## src/rtl/scd_pkg.sv

```systemverilog
package scd_pkg;

  typedef enum logic [1:0] {
    ACC_READ  = 2'd0,
    ACC_EARLY = 2'd1,
    ACC_LATE  = 2'd2
  } acc_kind_t;

  typedef enum logic [1:0] {
    ROW_IDLE = 2'd0,
    ROW_OPEN = 2'd1,
    ROW_RFSH = 2'd2
  } row_state_t;

endpackage

```

## src/rtl/scd_sync.sv

```systemverilog
// Multi-stage level synchronizer; the number of stages is a parameter.
module scd_sync #(
  parameter int          W       = 4,
  parameter int          STAGES  = 2,
  parameter logic [W-1:0] RST_VAL = '0
) (
  input  logic         clk,
  input  logic         rst,
  input  logic [W-1:0] din,
  output logic [W-1:0] lvl
);

  for (genvar s = 0; s < STAGES; s++) begin : g_stg
    logic [W-1:0] q;
    if (s == 0) begin : g_first
      always_ff @(posedge clk) begin
        if (rst) q <= RST_VAL;
        else     q <= din;
      end
    end else begin : g_next
      always_ff @(posedge clk) begin
        if (rst) q <= RST_VAL;
        else     q <= g_stg[s-1].q;
      end
    end
  end

  assign lvl = g_stg[STAGES-1].q;

endmodule

```

## src/rtl/scd_refresh_ctr.sv

```systemverilog
// Internal refresh row counter, wrapping modulo 2**ROW_W.
module scd_refresh_ctr #(
  parameter int ROW_W = 12
) (
  input  logic             clk,
  input  logic             rst,
  input  logic             adv,
  output logic [ROW_W-1:0] cnt
);

  localparam logic [ROW_W-1:0] ONE = ROW_W'(1);

  always_ff @(posedge clk) begin
    if (rst)      cnt <= '0;
    else if (adv) cnt <= cnt + ONE;
  end

endmodule

```

## src/rtl/scd_row_fsm.sv

```systemverilog
// Row-strobe cycle classifier: activation, refresh, test-mode entry, row-only refresh.
module scd_row_fsm
  import scd_pkg::*;
#(
  parameter int ROW_W = 12
) (
  input  logic             clk,
  input  logic             rst,
  input  logic             ras_fall,
  input  logic             ras_rise,
  input  logic             cas_fall,
  input  logic             cas_lvl,
  input  logic             we_lvl,
  input  logic [ROW_W-1:0] row_addr,
  input  logic [ROW_W-1:0] cnt,
  output logic             act_stb,
  output logic [ROW_W-1:0] act_row,
  output logic             rfsh_stb,
  output logic [ROW_W-1:0] rfsh_row,
  output logic             rfsh_test,
  output logic             ronly_stb,
  output logic             test_mode,
  output logic             row_open
);

  row_state_t state;
  logic       col_seen;

  always_ff @(posedge clk) begin
    if (rst) begin
      state     <= ROW_IDLE;
      col_seen  <= 1'b0;
      act_stb   <= 1'b0;
      act_row   <= '0;
      rfsh_stb  <= 1'b0;
      rfsh_row  <= '0;
      rfsh_test <= 1'b0;
      ronly_stb <= 1'b0;
      test_mode <= 1'b0;
    end else begin
      act_stb   <= 1'b0;
      rfsh_stb  <= 1'b0;
      ronly_stb <= 1'b0;
      unique case (state)
        ROW_IDLE: begin
          if (ras_fall) begin
            if (!cas_lvl) begin
              // column strobe first: refresh from the counter, address ignored
              rfsh_stb  <= 1'b1;
              rfsh_row  <= cnt;
              rfsh_test <= !we_lvl;
              test_mode <= !we_lvl;
              state     <= ROW_RFSH;
            end else begin
              act_stb  <= 1'b1;
              act_row  <= row_addr;
              col_seen <= 1'b0;
              state    <= ROW_OPEN;
            end
          end
        end
        ROW_OPEN: begin
          if (cas_fall) col_seen <= 1'b1;
          if (ras_rise) begin
            state <= ROW_IDLE;
            if (!col_seen && !cas_fall) begin
              ronly_stb <= 1'b1;
              test_mode <= 1'b0;
            end
          end
        end
        ROW_RFSH: begin
          if (ras_rise) state <= ROW_IDLE;
        end
        default: state <= ROW_IDLE;
      endcase
    end
  end

  assign row_open = (state == ROW_OPEN);

endmodule

```

## src/rtl/scd_col_ctl.sv

```systemverilog
// Column access classifier and data-output enable with extended data out hold.
module scd_col_ctl
  import scd_pkg::*;
#(
  parameter int COL_W = 10
) (
  input  logic             clk,
  input  logic             rst,
  input  logic             row_open,
  input  logic             test_mode,
  input  logic             cas_fall,
  input  logic             cas_lvl,
  input  logic             ras_lvl,
  input  logic             we_fall,
  input  logic             we_lvl,
  input  logic             oe_lvl,
  input  logic [COL_W-1:0] col_addr,
  output logic             acc_stb,
  output logic [1:0]       acc_kind,
  output logic [COL_W-1:0] acc_col,
  output logic             dq_oe
);

  localparam int MASK_W = (COL_W < 2) ? COL_W : 2;

  logic             drv, drv_nx;
  logic             rd_open;
  logic             do_read, do_early, do_late;
  logic [COL_W-1:0] col_eff;

  assign do_read  = row_open && cas_fall && we_lvl;
  assign do_early = row_open && cas_fall && !we_lvl;
  assign do_late  = row_open && we_fall && !cas_lvl && !cas_fall && rd_open;

  // compressed test mode: the two low column bits are don't-care
  always_comb begin
    col_eff = col_addr;
    if (test_mode) col_eff[MASK_W-1:0] = '0;
  end

  always_comb begin
    drv_nx = drv;
    if (ras_lvl && cas_lvl)   drv_nx = 1'b0;
    if (do_read)              drv_nx = 1'b1;
    if (do_early || do_late)  drv_nx = 1'b0;
  end

  always_ff @(posedge clk) begin
    if (rst) begin
      drv      <= 1'b0;
      rd_open  <= 1'b0;
      dq_oe    <= 1'b0;
      acc_stb  <= 1'b0;
      acc_kind <= ACC_READ;
      acc_col  <= '0;
    end else begin
      drv     <= drv_nx;
      dq_oe   <= drv_nx && !oe_lvl;
      acc_stb <= 1'b0;
      if (cas_lvl) rd_open <= 1'b0;
      if (do_read) begin
        acc_stb  <= 1'b1;
        acc_kind <= ACC_READ;
        acc_col  <= col_eff;
        rd_open  <= 1'b1;
      end else if (do_early) begin
        acc_stb  <= 1'b1;
        acc_kind <= ACC_EARLY;
        acc_col  <= col_eff;
        rd_open  <= 1'b0;
      end else if (do_late) begin
        acc_stb  <= 1'b1;
        acc_kind <= ACC_LATE;
        rd_open  <= 1'b0;
      end
    end
  end

endmodule

```

## src/rtl/strobe_cycle_decoder.sv

```systemverilog
module strobe_cycle_decoder #(
  parameter int ROW_W       = 12,
  parameter int COL_W       = 10,
  parameter int SYNC_STAGES = 2,
  localparam int ADDR_W     = (ROW_W > COL_W) ? ROW_W : COL_W
) (
  input  logic              clk,
  input  logic              rst,
  input  logic              ras_n,
  input  logic              cas_n,
  input  logic              we_n,
  input  logic              oe_n,
  input  logic [ADDR_W-1:0] addr,
  output logic              act_stb,
  output logic [ROW_W-1:0]  act_row,
  output logic              rfsh_stb,
  output logic [ROW_W-1:0]  rfsh_row,
  output logic              rfsh_test,
  output logic              ronly_stb,
  output logic              test_mode,
  output logic              acc_stb,
  output logic [1:0]        acc_kind,
  output logic [COL_W-1:0]  acc_col,
  output logic              dq_oe
);

  // strobe bit order: [0] row, [1] column, [2] write, [3] output
  logic [3:0]        stb_lvl, stb_prev;
  logic [ADDR_W-1:0] addr_lvl;
  logic              ras_lvl, cas_lvl, we_lvl, oe_lvl;
  logic              ras_fall, ras_rise, cas_fall, we_fall;
  logic [ROW_W-1:0]  rfsh_cnt;
  logic              row_open;

  scd_sync #(.W(4), .STAGES(SYNC_STAGES), .RST_VAL(4'hF)) u_stb_sync (
    .clk (clk), .rst (rst),
    .din ({oe_n, we_n, cas_n, ras_n}),
    .lvl (stb_lvl)
  );

  scd_sync #(.W(ADDR_W), .STAGES(SYNC_STAGES), .RST_VAL('0)) u_addr_sync (
    .clk (clk), .rst (rst),
    .din (addr),
    .lvl (addr_lvl)
  );

  always_ff @(posedge clk) begin
    if (rst) stb_prev <= 4'hF;
    else     stb_prev <= stb_lvl;
  end

  assign ras_lvl  = stb_lvl[0];
  assign cas_lvl  = stb_lvl[1];
  assign we_lvl   = stb_lvl[2];
  assign oe_lvl   = stb_lvl[3];
  assign ras_fall = stb_prev[0] && !stb_lvl[0];
  assign ras_rise = !stb_prev[0] && stb_lvl[0];
  assign cas_fall = stb_prev[1] && !stb_lvl[1];
  assign we_fall  = stb_prev[2] && !stb_lvl[2];

  scd_refresh_ctr #(.ROW_W(ROW_W)) u_ctr (
    .clk (clk), .rst (rst),
    .adv (rfsh_stb),
    .cnt (rfsh_cnt)
  );

  scd_row_fsm #(.ROW_W(ROW_W)) u_row (
    .clk       (clk),
    .rst       (rst),
    .ras_fall  (ras_fall),
    .ras_rise  (ras_rise),
    .cas_fall  (cas_fall),
    .cas_lvl   (cas_lvl),
    .we_lvl    (we_lvl),
    .row_addr  (addr_lvl[ROW_W-1:0]),
    .cnt       (rfsh_cnt),
    .act_stb   (act_stb),
    .act_row   (act_row),
    .rfsh_stb  (rfsh_stb),
    .rfsh_row  (rfsh_row),
    .rfsh_test (rfsh_test),
    .ronly_stb (ronly_stb),
    .test_mode (test_mode),
    .row_open  (row_open)
  );

  scd_col_ctl #(.COL_W(COL_W)) u_col (
    .clk       (clk),
    .rst       (rst),
    .row_open  (row_open),
    .test_mode (test_mode),
    .cas_fall  (cas_fall),
    .cas_lvl   (cas_lvl),
    .ras_lvl   (ras_lvl),
    .we_fall   (we_fall),
    .we_lvl    (we_lvl),
    .oe_lvl    (oe_lvl),
    .col_addr  (addr_lvl[COL_W-1:0]),
    .acc_stb   (acc_stb),
    .acc_kind  (acc_kind),
    .acc_col   (acc_col),
    .dq_oe     (dq_oe)
  );

endmodule

```

## config.mk

```make
export PLATFORM = sky130hd
export DESIGN_NAME = strobe_cycle_decoder
export DESIGN_NICKNAME = d
export VERILOG_FILES = /design/src/rtl/scd_pkg.sv /design/src/rtl/scd_sync.sv /design/src/rtl/scd_refresh_ctr.sv /design/src/rtl/scd_row_fsm.sv /design/src/rtl/scd_col_ctl.sv /design/src/rtl/strobe_cycle_decoder.sv
export SDC_FILE = /design/constraint.sdc
export NUM_CORES = 1
export LEC_CHECK = 0
export BUFFER_PORTS_ARGS = -buffer_cell sky130_fd_sc_hd__buf_2
export CORE_AREA = 5 5 95 97
export DETAILED_ROUTE_END_ITERATION = 7
export DIE_AREA = 0 0 100 102
export PLACE_DENSITY = 0.63
export SLEW_MARGIN = 30
export SYNTH_ARGS = -nofsm -noshare
export SYNTH_HDL_FRONTEND = slang
export SYNTH_HIERARCHICAL = 1
export SYNTH_SLANG_ARGS = --single-unit
```

## constraint.sdc

```tcl
create_clock -name clk -period 2.4 [get_ports clk]
set_input_delay 0.48 -clock clk [delete_from_list [all_inputs] [get_ports clk]]
set_output_delay 0.48 -clock clk [all_outputs]
set_load 0.01 [all_outputs]
```

==> results of run 1 <==
[stage by stage]
stage | utilization, % | hold WS (ns) | instances
floorplan | - | 0.383 | 350
global placement | 47.0 | 0.388 | 503
detailed placement | 47.0 | 0.393 | 503
CTS | 49.5 | 0.277 | 519
global route | 49.5 | 0.283 | 519
finish | 49.5 | 0.302 | 519
[cells in the mapped netlist (3+ instances only)]
master	count
a21oi_1	33
a21oi_2	9
and2b_1	5
buf_2	5
buf_6	4
clkbuf_1	4
dfxtp_1	95
ha_1	4
inv_1	6
mux2i_1	3
nand2_1	70
nand3b_1	4
nor2_1	13
nor2b_1	14
nor2b_2	14
o21ai_0	6
o31ai_1	3
or2_1	11
or3_1	3
or4_1	3
xnor2_1	3
[registers in the layout (all words and copies together), names as in the netlist, 2 cells and up]
name and flops:
u_stb_sync/g_stg.q 4, u_addr_sync/g_stg.q 12, u_row/rfsh_row 12, u_row/act_row 12, u_addr_sync/lvl 12, u_col/acc_kind 2
u_ctr/cnt 12, stb_prev 3, u_row/state 2, u_col/acc_col 10, u_stb_sync/lvl 4
[area by class of cell]
| cell class | count | area (sq um) | area share [%] |
|---|---|---|---|
| repair buffers | 64 | 333 | 8.36 |
| clock buffers | 9 | 124 | 3.11 |
| inverters | 6 | 22.5 | 0.566 |
| flip-flops and latches | 95 | 1900 | 47.8 |
| multi-input cells | 233 | 1400 | 35.1 |
| well taps | 105 | 131 | 3.30 |
| clock inverters | 7 | 73.8 | 1.85 |
[cell families after synthesis]
kind of cell / share of synthesized area [%]
buffers and inverters: 4.14
multiplexers: 1.85
adder cells (fa/ha/maj): 1.45
AO/OA/AOI/OAI: 11.2
flip-flops: 55.3
XOR/XNOR: 1.02
AND/OR/NAND/NOR: 25.1
[critical path: cells and delay by family (launching register included)]
family	cells	cell delay, ns
AO/OA/AOI/OAI	1	0.08
flip-flops	1	0.42
AND/OR/NAND/NOR	3	1.08
[path summary, 6_finish.rpt]
kind              slack [ns]  cells after the start                    startpoint                             endpoint
setup / recovery        0.69                      4  u_stb_sync/lvl[1]$_SDFF_PP1_       u_col/acc_kind[0]$_SDFFE_PP0P_
hold / removal          0.30                      2                         ras_n  u_stb_sync/g_stg[0].q[0]$_SDFF_PP1_
setup reg to reg        0.69                      4  u_stb_sync/lvl[1]$_SDFF_PP1_       u_col/acc_kind[0]$_SDFFE_PP0P_
hold reg to reg         0.41                      1  u_stb_sync/lvl[3]$_SDFF_PP1_               u_col/dq_oe$_SDFF_PP0_
[power groups by stage]
| stage | combinational (mW) | sequential (mW) | clock, mW |
|---|---|---|---|
| 4_1_cts | 0.118 | 1.62 | 1.06 |
| 6_report | 0.116 | 1.62 | 1.01 |
| 3_3_place_gp | 0.115 | 1.66 | 0 |
| 2_1_floorplan | 0.0819 | 1.66 | 0 |
| 3_5_place_dp | 0.117 | 1.66 | 0 |
| 5_1_grt | 0.129 | 1.63 | 1.12 |
[layer usage]
layer	global-route usage (%)	part of all wire [%]	up-vias
met1	16.6	46	1157
met2	21.9	48	56
met3	3.41	5.5	9
li1	-	-	1277
met5	0	0	-
met4	5.28	1.2	0
==> reports/qor.yml, run 1 <==
power_and_ir_drop:
  pwr-share-clk_pct: 36.8
  internal-power_mw: 2.07
  power_mw: 2.75
  p_sw_share_pct: 24.8
  p_comb_share_pct: 4.2
  p_leak_nw: 1.58
  ir_drop_mv: 0.259
  p_per_area_nw_per_um2: 690
  p_seq_share_pct: 59.0
  switching_power_mw: 0.683
clocking:
  root_buffer: "clkbuf_8"
  cts_setup_buffers: 0
  cts_resized: 0
  cts_sinks: 95
  clk_pin_slew_ns: 0.10
  numCtsBuffers: 9
  clockBufferDepth: 2
  htreeDepth: 3
  cts_tree: "done"
  insertion_delay_ns: 0.36
  hold_buffers: 0
timing:
  finalSetupTns_ns: 0
  finalClockSkew_ns: 0.0131
  worst_slack_ns: 0.689
  grt_setup_unrepaired: "false"
  clock.fmax_mhz: 584
  setup_viol: 0
  fin_crit_sh_pct: 71.3
  hold_viol: 0
  finalCriticalPeriod_ns: 1.71
  slew-limit-headroom_pct: 59.0
  worst_slew_pin_slew_ns: 0.614
  slew_viol_final: 0
layout:
  antenna_cells: 0
  syn2layout_area_growth_pct: 15.7
  drive_gt1_share_pct: 28.0
  n_fill_cell: 779
  fin_area_sq_um: 3980
  final_common_cell: "dfxtp_1"
  final_nets: 431
  final_cell_mix: "dfxtp_1, nand2_1, buf_2, a21oi_1"
synthesis:
  synth_top_area_share_pct: 55.3
  synthCells: 350
  ys_seq_area_share_pct: 55.3
  yosys_warnings: 6
  synth_ff_type: "dfxtp_1"
  netlist_area_sq_um: 3440
  synth_area_leaders: "dfxtp_1, nand2_1, a21oi_1, nor2b_2, nor2b_1"
  synth_area_leader_cell: "dfxtp_1"
  ys_types: 48
  syn_nets: 372
  ys_ff_latch: 95
  synth_area_per_cell_sq_um: 9.83
  async_flop_share_pct: 0
  synth_edf_count: 0
worst_setup_path:
  worst-path-max-fanout: 13
  crit_type: "reg2reg"
  cp.arrival_ns: 1.93
  required_ns: 2.62
  crit_slowest_cell: "nor2b_1"
  end_kind: "register"
  critPathMaxStageDelay_ns: 0.47
  startpoint_type: "register"
  path_cells: "nor2b_1, nand2_1, nand3b_1, o32ai_2"
detailed_routing:
  final_antenna_net_count: 0
  drt-total-wl_um: 6600
  via_per_inst: 4.82
  firstDrtPassIters: 4
  via_count: 2499
  drt_iter0_drc: 65
  drc: 0
  wl_per_cell_um: 12.7
floorplanning:
  core_sq_um: 8050
  ios: 61
  die_height_um: 102
  core.rowCount: 33
  die_w_um: 100
  die-area_sq_um: 10200
  initial_core_util_pct: 42.7
global_route:
  antenna_found_initial: 0
  track_usage_pct: 13.2
  grt_start_max_net_pins: 57
  grt_overflow: 0
  grt_pass1_vias: 2325
  grt_first_pass_wirelength_um: 10800
placed_design:
  port_buffers: 60
  dpl_cell_area_sq_um: 3780
  place_hpwl_um: 4570
  pre_cts_ws_ns: 0.709
  gp_congestion: 0.807
run:
  max_cap_viol_count: 0
outcome:
  status: "completed"
hold_path:
  min_path_type: "in2reg"
No activity file was read; power rests on OpenSTA's default activity.
==> run 2: changes to the inputs <==
==> constraint.sdc (replaced) <==
create_clock -name clk -period 1.7 [get_ports clk]
set_input_delay 0.34 -clock clk [delete_from_list [all_inputs] [get_ports clk]]
set_output_delay 0.34 -clock clk [all_outputs]
set_load 0.01 [all_outputs]
==> reports/qor.yml, run 2 (synthesis gave the netlist of run 1 again) <==
global_route:
  grt_pass1_vias: 2409
  grt_overflow: 0
  use_met1_pct: 16.5
  grt_start_max_net_pins: 47
  gr-usage-met3_pct: 2.94
  grt_first_pass_wirelength_um: 11000
  top_usage_layer: "met2"
  antenna_found_initial: 0
  use_met2_pct: 22.7
  track_usage_pct: 13.4
timing:
  hold_viol: 0
  finalClockSkew_ns: 0.00837
  slew_viol_final: 0
  clock.fmax_mhz: 631
  fin_crit_sh_pct: 93.3
  grt_setup_unrepaired: "false"
  finalCriticalPeriod_ns: 1.59
  slew-limit-headroom_pct: 65.6
  worst_slew_pin_slew_ns: 0.515
  setup_viol: 0
  worst_slack_ns: 0.114
  hold_slack_ns: 0.169
  finalSetupTns_ns: 0
floorplanning:
  initial_core_util_pct: 42.7
  die_w_um: 100
  die-area_sq_um: 10200
  core_sq_um: 8050
  core.rowCount: 33
  ios: 61
  die_height_um: 102
worst_setup_path:
  startpoint_type: "register"
  crit_type: "reg2reg"
  worst-path-max-fanout: 7
  end_kind: "register"
  crit_slowest_cell: "or4_1"
  critPathMaxStageDelay_ns: 0.55
  required_ns: 1.98
  cp.arrival_ns: 1.86
  path_cells: "ha_1, nand4_2, or4_1, a21oi_1"
power_and_ir_drop:
  p_comb_share_pct: 4.5
  p_seq_share_pct: 58.4
  ir_drop_mv: 0.332
  p_sw_share_pct: 22.7
  p_per_area_nw_per_um2: 969
  internal-power_mw: 3.03
  switching_power_mw: 0.887
  pwr-share-clk_pct: 37.2
  p_leak_nw: 1.62
placed_design:
  gp_congestion: 0.855
  port_buffers: 60
  placed_cells: 509
  pre_cts_ws_ns: 0.135
  place_hpwl_um: 4690
clocking:
  clk_pin_slew_ns: 0.09
  clockBufferDepth: 2
  cts_setup_buffers: 0
  cts_resized: 0
  root_buffer: "clkbuf_8"
  htreeDepth: 3
  cts_tree: "done"
  numCtsBuffers: 9
  cts_sinks: 95
  insertion_delay_ns: 0.35
  hold_buffers: 0
layout:
  final_cell_mix: "dfxtp_1, nand2_1, buf_2, a21oi_1"
  final_nets: 437
  utilization_pct: 50.2
  multi_input_area_sq_um: 1400
  drive_gt1_share_pct: 29.0
  layoutNonFillerInstCount: 525
  n_fill_cell: 824
  final_common_cell: "dfxtp_1"
  regArea_sq_um: 1900
  antenna_cells: 0
  syn2layout_area_growth_pct: 17.4
detailed_routing:
  firstDrtPassIters: 4
  final_antenna_net_count: 0
  drt_iter0_drc: 70
  via_per_inst: 4.82
  via_count: 2531
  wl_per_cell_um: 12.7
  drc: 0
  drt-total-wl_um: 6680
outcome:
  status: "completed"
hold_path:
  min_path_type: "in2reg"
run:
  max_cap_viol_count: 0
==> run 2: changes by cell type in the layout (fill, tap and decap cells not counted) <==
cell	change
buf_12	+1
bufinv_16	+1
clkinv_4	+1
inv_8	-3
buf_4	+5
clkinv_8	-1
clkinv_2	+2
==> run 2: through the flow <==
stage,instance area (sq um),power [mW]
after global routing,4040,4.07
after floorplan,3440,2.45
after detailed placement,3840,2.51
final,4040,3.91
after global placement,3840,2.51
after CTS,4040,3.97
==> run 2: final timing paths <==
path / depth (start not counted) / from / end / slack, ns
worst min-delay path: 2 / cas_n / u_stb_sync/g_stg[0].q[1]$_SDFF_PP1_ / 0.17
worst min register to register: 1 / u_stb_sync/g_stg[0].q[2]$_SDFF_PP1_ / u_stb_sync/lvl[2]$_SDFF_PP1_ / 0.41
worst max register to register: 4 / u_ctr/cnt[0]$_SDFFE_PP0P_ / u_ctr/cnt[10]$_SDFFE_PP0P_ / 0.11
worst max-delay path: 4 / u_ctr/cnt[0]$_SDFFE_PP0P_ / u_ctr/cnt[10]$_SDFFE_PP0P_ / 0.11
==> run 2: power groups by stage <==
stage               clock network, mW  logic [mW]  registers, mW
global route                     1.58       0.196           2.29
floorplan                           0       0.116           2.34
detailed placement                  0       0.177           2.34
CTS                              1.50       0.177           2.29
finish                           1.45       0.175           2.28
global placement                    0       0.174           2.34
==> run 2: metal layers <==
metal,wire length [um],share of wire [%],up-vias
met5,0,0,-
met4,135,2.0,0
met3,299,4.5,13
met2,3080,46,51
met1,3160,47,1182
li1,-,-,1285
==> run 2: final cells by class <==
class                   count  share of cell area, %
clock buffers               9                   3.07
repair buffers             70                   9.67
well taps                 105                   3.25
clock inverters             7                   1.80
flip-flops and latches     95                   47.1
inverters                   6                  0.558
multi-input cells         233                   34.6
==> run 2: worst max-delay path, delay by kind of cell, from the launching register on <==
family,cells,cell delay [ns]
compound gates,1,0.15
fa+ha+maj,1,0.21
flops,1,0.41
simple gates,2,0.75
==> run 3: changes to the inputs <==
==> constraint.sdc (replaced) <==
create_clock -name clk -period 1.62 [get_ports clk]
set_input_delay 0.324 -clock clk [delete_from_list [all_inputs] [get_ports clk]]
set_output_delay 0.324 -clock clk [all_outputs]
set_load 0.01 [all_outputs]
==> reports/qor.yml, run 3 (synthesis gave the netlist of run 1 again) <==
placed_design:
  port_buffers: 60
  gp_congestion: 0.831
  place_hpwl_um: 4750
timing:
  clock.fmax_mhz: 675
  finalCriticalPeriod_ns: 1.48
  worst_slew_pin_slew_ns: 0.518
  slew_viol_final: 0
  setup_viol: 0
  fin_crit_sh_pct: 91.5
  hold_viol: 0
  hold_slack_ns: 0.150
  slew-limit-headroom_pct: 65.4
  finalClockSkew_ns: 0.0113
  finalSetupTns_ns: 0
  grt_setup_unrepaired: "false"
layout:
  final_common_cell: "dfxtp_1"
  antenna_cells: 0
  drive_gt1_share_pct: 30.4
  syn2layout_area_growth_pct: 19.4
  final_nets: 444
  final_cell_mix: "dfxtp_1, nand2_1, buf_2, a21oi_1, buf_4"
floorplanning:
  die_w_um: 100
  core.rowCount: 33
  initial_core_util_pct: 42.7
  die_height_um: 102
  ios: 61
  core_sq_um: 8050
  die-area_sq_um: 10200
clocking:
  clockBufferDepth: 2
  cts_setup_buffers: 0
  numCtsBuffers: 9
  cts_sinks: 95
  clk_pin_slew_ns: 0.10
  htreeDepth: 3
  cts_tree: "done"
  hold_buffers: 0
  insertion_delay_ns: 0.35
  root_buffer: "clkbuf_8"
global_route:
  grt_start_max_net_pins: 44
  track_usage_pct: 13.6
  grt_overflow: 0
  grt_first_pass_wirelength_um: 11100
  grt_pass1_vias: 2342
  antenna_found_initial: 0
power_and_ir_drop:
  p_leak_nw: 1.66
  p_per_area_nw_per_um2: 1020
  ir_drop_mv: 0.452
detailed_routing:
  via_count: 2500
  firstDrtPassIters: 4
  drc: 0
  drt-total-wl_um: 6710
  wl_per_cell_um: 12.6
  drt_iter0_drc: 91
  final_antenna_net_count: 0
  via_per_inst: 4.70
outcome:
  status: "completed"
worst_setup_path:
  required_ns: 1.90
  path_cells: "nor2b_1, mux2i_1, or3b_1, a21oi_1"
  end_kind: "register"
  crit_family: "simple AND/OR/NAND/NOR gates"
  startpoint_type: "register"
  critPathMaxStageDelay_ns: 0.42
  crit_type: "reg2reg"
  cp_num_buf_inv: 0
  worst-path-max-fanout: 8
  crit_slowest_cell: "nor2b_1"
  cp.arrival_ns: 1.76
hold_path:
  min_path_type: "in2reg"
run:
  max_cap_viol_count: 0
[run 3: path summary, 6_finish.rpt]
| path | from | end | slack [ns] | cells past startpoint |
|---|---|---|---|---|
| max | u_stb_sync/lvl[1]$_SDFF_PP1_ | u_row/col_seen$_SDFFE_PP0P_ | 0.14 | 4 |
| min | oe_n | u_stb_sync/g_stg[0].q[3]$_SDFF_PP1_ | 0.15 | 2 |
| min reg2reg | u_stb_sync/g_stg[0].q[2]$_SDFF_PP1_ | u_stb_sync/lvl[2]$_SDFF_PP1_ | 0.41 | 1 |
| max reg2reg | u_stb_sync/lvl[1]$_SDFF_PP1_ | u_row/col_seen$_SDFFE_PP0P_ | 0.14 | 4 |
[run 3: timing repair]
| item | in CTS | in global routing |
|---|---|---|
| gates resized for setup | 0 | 1 |
| endpoints found under the hold margin | 0 | 0 |
| setup endpoints to repair | 0 | 4 |
[run 3: area by class of cell]
cell class / instances / area [sq um]
fill: 790 / 3940
sequential: 95 / 1900
multi-input combinational: 233 / 1400
timing repair buffer: 77 / 443
tap: 105 / 131
clock buffer: 9 / 124
clock inverter: 7 / 86.3
inverter: 6 / 22.5
[run 3: stage by stage]
| stage | instance area [sq um] | cells | worst slack [ns] | total power, mW | utilization [%] |
|---|---|---|---|---|---|
| floorplan | 3440 | 350 | 0.172 | 2.57 | - |
| global placement | 3890 | 516 | 0.148 | 2.64 | 48.4 |
| detailed placement | 3890 | 516 | 0.102 | 2.65 | 48.4 |
| CTS | 4110 | 532 | 0.102 | 4.26 | 51.0 |
| global route | 4110 | 532 | 0.000326 | 4.39 | 51.0 |
| finish | 4110 | 532 | 0.138 | 4.20 | 51.0 |
[run 3: routing by layer]
metal	GRT usage [%]	wire (um)
met1	17.4	3130
met2	22.8	3210
met3	2.73	320
met4	5.28	51
met5	0	0
[run 3: report_power, final]
part	leakage [nW]	switching, mW	internal, mW
clock	0.104	0.867	0.749
combinational	0.783	0.103	0.0858
sequential	0.773	0.0194	2.38
total	1.66	0.989	3.21
[run 3: worst reg2reg max path, cell delays in order (launching register included)]
cell and delay, ns:
dfxtp_1 0.33, nor2b_1 0.42, mux2i_1 0.17, or3b_1 0.37
a21oi_1 0.12
